**src/rtl/burst_addr_seq_pkg.sv**
```systemverilog
package burst_addr_seq_pkg;
  localparam int BEAT_W = 2;

  typedef struct packed {
    logic loadBase;
    logic stepBeat;
  } seq_strobe_t;
endpackage

```
**src/rtl/burst_addr_seq_ctrl.sv**
```systemverilog
module burst_addr_seq_ctrl
  import burst_addr_seq_pkg::*;
(
  input  logic              clk,
  input  logic              rstN,
  input  logic              clkEn,
  input  logic              advLd,
  output seq_strobe_t       strobes,
  output logic [BEAT_W-1:0] beatCnt
);
  localparam logic [BEAT_W-1:0] BEAT_ONE = BEAT_W'(1);

  logic [BEAT_W-1:0] beatNext;

  always_comb begin
    strobes.loadBase = clkEn & ~advLd;
    strobes.stepBeat = clkEn & advLd;
  end

  always_comb begin
    beatNext = beatCnt;
    if (strobes.loadBase)      beatNext = '0;
    else if (strobes.stepBeat) beatNext = beatCnt + BEAT_ONE;
  end

  always_ff @(posedge clk) begin
    if (!rstN) beatCnt <= '0;
    else       beatCnt <= beatNext;
  end
endmodule

```
**src/rtl/burst_addr_seq_dp.sv**
```systemverilog
module burst_addr_seq_dp
  import burst_addr_seq_pkg::*;
#(
  parameter int ADDR_W = 20
) (
  input  logic              clk,
  input  logic              rstN,
  input  seq_strobe_t       strobes,
  input  logic              orderSel,
  input  logic [ADDR_W-1:0] baseAddr,
  input  logic [BEAT_W-1:0] beatCnt,
  output logic [ADDR_W-1:0] curAddr
);
  localparam int HI_W = ADDR_W - BEAT_W;

  logic [ADDR_W-1:0] baseReg;
  logic [BEAT_W-1:0] baseLow;
  logic [BEAT_W-1:0] xorLow;
  logic [BEAT_W-1:0] addLow;
  logic [BEAT_W-1:0] seqLow;

  always_ff @(posedge clk) begin
    if (!rstN)                 baseReg <= '0;
    else if (strobes.loadBase) baseReg <= baseAddr;
  end

  assign baseLow = baseReg[BEAT_W-1:0];

  genvar gi;
  generate
    for (gi = 0; gi < BEAT_W; gi++) begin : g_xor
      assign xorLow[gi] = baseLow[gi] ^ beatCnt[gi];
    end
  endgenerate

  assign addLow = baseLow + beatCnt;
  assign seqLow = orderSel ? xorLow : addLow;

  generate
    if (HI_W > 0) begin : g_hi
      assign curAddr = {baseReg[ADDR_W-1:BEAT_W], seqLow};
    end else begin : g_nohi
      assign curAddr = seqLow;
    end
  endgenerate
endmodule

```
**src/rtl/burst_addr_seq.sv**
```systemverilog
module burst_addr_seq
  import burst_addr_seq_pkg::*;
#(
  parameter int ADDR_W = 20
) (
  input  logic              clk,
  input  logic              rstN,
  input  logic              clkEn,
  input  logic              advLd,
  input  logic              orderSel,
  input  logic [ADDR_W-1:0] baseAddr,
  output logic [ADDR_W-1:0] curAddr,
  output logic [1:0]        beatIdx
);
  seq_strobe_t       strobes;
  logic [BEAT_W-1:0] beatCnt;

  burst_addr_seq_ctrl ctrl_i (
    .clk(clk), .rstN(rstN), .clkEn(clkEn), .advLd(advLd),
    .strobes(strobes), .beatCnt(beatCnt)
  );

  burst_addr_seq_dp #(.ADDR_W(ADDR_W)) dp_i (
    .clk(clk), .rstN(rstN), .strobes(strobes), .orderSel(orderSel),
    .baseAddr(baseAddr), .beatCnt(beatCnt), .curAddr(curAddr)
  );

  assign beatIdx = beatCnt;
endmodule

```
**config.mk**
```make
export PLATFORM = sky130hd
export DESIGN_NAME = burst_addr_seq
export DESIGN_NICKNAME = d
export VERILOG_FILES = /design/src/rtl/burst_addr_seq_pkg.sv /design/src/rtl/burst_addr_seq_ctrl.sv /design/src/rtl/burst_addr_seq_dp.sv /design/src/rtl/burst_addr_seq.sv
export SDC_FILE = /design/constraint.sdc
export NUM_CORES = 1
export LEC_CHECK = 0
export CORE_AREA = 2 2 54 56
export DETAILED_ROUTE_END_ITERATION = 10
export DIE_AREA = 0 0 56 58
export PLACE_DENSITY = 0.75
export SLEW_MARGIN = 20
export SYNTH_ARGS = -nofsm -noshare
export SYNTH_HDL_FRONTEND = slang
export SYNTH_SLANG_ARGS = --single-unit
```
**constraint.sdc**
```tcl
create_clock -name clk -period 1.2 [get_ports clk]
set_clock_uncertainty 0.05 [all_clocks]
set_input_delay 0.12 -clock clk [delete_from_list [all_inputs] [get_ports clk]]
set_output_delay 0.12 -clock clk [all_outputs]
set_load 0.005 [all_outputs]
```
==> reports/metrics.cfg <==
[power_and_ir_drop]
swShare=0.226
clockPowerShare=0.277
p_switching_w=0.000327
power_frac_seq=0.542
intPower_w=0.00112
power_density_nw_per_um2=976
p_comb_frac=0.181
p_leak_nw=0.657
total_power_w=0.00145
peakVddDrop_uv=564

[cells_and_area]
fin_nets=184
area_growth_pct=48.0
drive_above_1_share=0.261
postLayoutCoreUtil=0.558
final_common_cell=nand2_1
layout_common_cells=nand2_1, clkdlybuf4s50_1, a21boi_1, dfxtp_2, dlygate4sd2_1
n_antenna_cell=0

[floorplan]
rows=19
die_h_um=58
ios=47
core_um2=2660
die_w_um=56
dieArea_um2=3250
start_util=0.377

[synth]
synth_xor_area_frac=0.0175
muxShareOfSynthArea=0.00998
syn_nets=146
synth_compound_area_frac=0.163
syn_area_per_cell_um2=8.36
syn_area_um2=1000
synth_top_area_frac=0.439
yosys_warnings=0
yosys.cell_types.count=18
yosys.area_share.simple=0.192
synth.area.top_cells=dfxtp_1, nand2_1, a21boi_1, buf_4, buf_2
yosysTopAreaCell=dfxtp_1
synth_top_family_by_area=simple AND/OR/NAND/NOR gates
synth-seq-area-share=0.439
synth_fa_ha_area_frac=0.0125
ys_ff_latch=22
syn_inst=120

[setup_path]
critPathMaxFanout=2
slowest_stage=dfxtp_2
path_cells=ha_4 -> nor2b_4 -> xnor2_1 -> buf_2
r2r_start=ctrl_i.beatCnt[0]$_SDFFE_PP0P_
cp.required_ns=1.03
slowest_delay_ns=0.37
worstPathArrival_ns=1.18
start_kind=flop
rr_worst_depth=3
cp-end-kind=output pin
crit_start=ctrl_i.beatCnt[0]$_SDFFE_PP0P_
reg2reg_slack_ns=0.22
regToRegEndpoint=ctrl_i.beatCnt[1]$_SDFFE_PP0P_
path_class=flop to output pin

[global_route]
grt_start_max_net_pins=21
grt_overflow=0
grt_util_all_layers=0.138
grt_pass1_vias=827
antenna_found_initial=0
grt_pass1_wl_mm=3.53

[hold_path]
min_from=baseAddr[11]
hp-class=input pin to flop
hold_depth=3
worstHoldEndpoint=dp_i.baseReg[11]$_SDFFE_PN0P_

[sta]
period_minus_slack_ns=1.35
rsz0062_at_grt=yes
finalHoldViolCount=0
max_freq_ghz=0.738
setup_viol=1
maxSlewHeadroom=0.881
fin_ws_ns=-0.154
fin_crit_sh=1.13
fin_setup_tns_ns=-0.154
tightest_slew_ns=0.177
slew_viol_final=0

[route]
finalWirelength_mm=2.19
drt_iter0_drc=12
vias=855
dr.pass1.iters=4
route.detailed.wl_per_inst_um=11.7
viasPerCell=4.55
ant_nets=0
drc_errors=0

[clocking]
htreeDepth=1
cts_tree=yes
cts.clk_slew.worst_paths_ns=0.12
clockBufferDepth=2
clkLatencyLatePin_ns=0.30
clock-root-buffer=clkbuf_4
cts_hold_buf=0
cts_buffers=3
cts.sinks=22

[run]
maxCapViolations=0

[status]
violations=setup timing
status=complete, but fails checks

[place]
post-place-ws_ns=-0.295
io_buffers=46
gp_congestion=0.723
place_hpwl_mm=1.60

==> per-stage QoR <==
stage,area [µm²],cells,hold WS [ns]
6_report,1490,188,0.293
5_1_grt,1490,188,0.297
4_1_cts,1480,188,0.289
3_5_place_dp,1420,182,0.397
3_3_place_gp,1420,182,0.390
2_1_floorplan,1000,120,0.205
==> per-layer routing <==
layer	GRT usage	wire length (µm)	vias to the layer above
met3	0.0379	186	0
met4	0.0408	0	0
met5	0	0	-
met1	0.143	872	384
met2	0.271	1140	34
li1	-	-	437
==> cells in the mapped netlist (all sizes together) <==
master,instances
dfxtp,22
and2,1
nand2b,1
a31o,1
nand2,41
ha,1
and2b,1
xnor2,2
clkbuf,2
nor2b,1
inv,1
buf,22
a21boi,20
nand3,1
nor3b,1
o21ai,1
mux2i,1
==> state kept, by name, summed over array words and instances, names as in the netlist <==
signal          flops
ctrl_i.beatCnt      2
dp_i.baseReg       20
==> power groups by stage <==
stage          sequential, W  clock, W  combinational (W)
2_1_floorplan       0.000795         0           0.000123
3_3_place_gp        0.000795         0           0.000271
3_5_place_dp        0.000797         0           0.000276
4_1_cts             0.000786  0.000415           0.000259
5_1_grt             0.000790  0.000447           0.000288
6_report            0.000786  0.000402           0.000262
==> cells by family (layout without fill, tap and decap cells) <==
kind of cell,count (synthesis),in the layout
compound gates,22,22
xor+xnor,2,2
fa+ha+maj,1,1
buf+inv,25,62
flops,22,22
mux,1,1
simple gates,47,47
==> worst max-delay path: cells and delay by family (launching register included) <==
kind                       cells  cell delay (ns)
xor gates and xnor gates       1             0.11
adders and majority gates      1             0.13
buffers and inverters          1             0.13
DFF                            1             0.37
and+or+nand+nor                1             0.14
==> cell type report <==
| class | instances | area, µm² |
|---|---|---|
| sequential | 22 | 465 |
| multi-input combinational | 73 | 417 |
| inverter | 1 | 3.75 |
| tap | 31 | 38.8 |
| fill | 277 | 1180 |
| timing repair buffer | 57 | 524 |
| clock buffer | 4 | 36.3 |
==> worst max-delay path by stage <==
| stage | slack (ns) | depth (start not counted) | end |
|---|---|---|---|
| after floorplan | 0.21 | 3 | curAddr[1] |
| after global placement | -0.26 | 4 | curAddr[1] |
| after detailed placement | -0.29 | 4 | curAddr[1] |
| after CTS | -0.17 | 4 | curAddr[1] |
| after global routing | -0.23 | 4 | curAddr[1] |
| final | -0.15 | 4 | curAddr[1] |
==> repair_timing <==
item                                    in CTS  in global routing
hold endpoints to repair                     0                  0
setup buffers                                2                  0
pin swaps                                    1                  1
resized for setup                           54                  2
endpoints found under the setup margin      22                  4
Power figures use the tool's default switching activity.
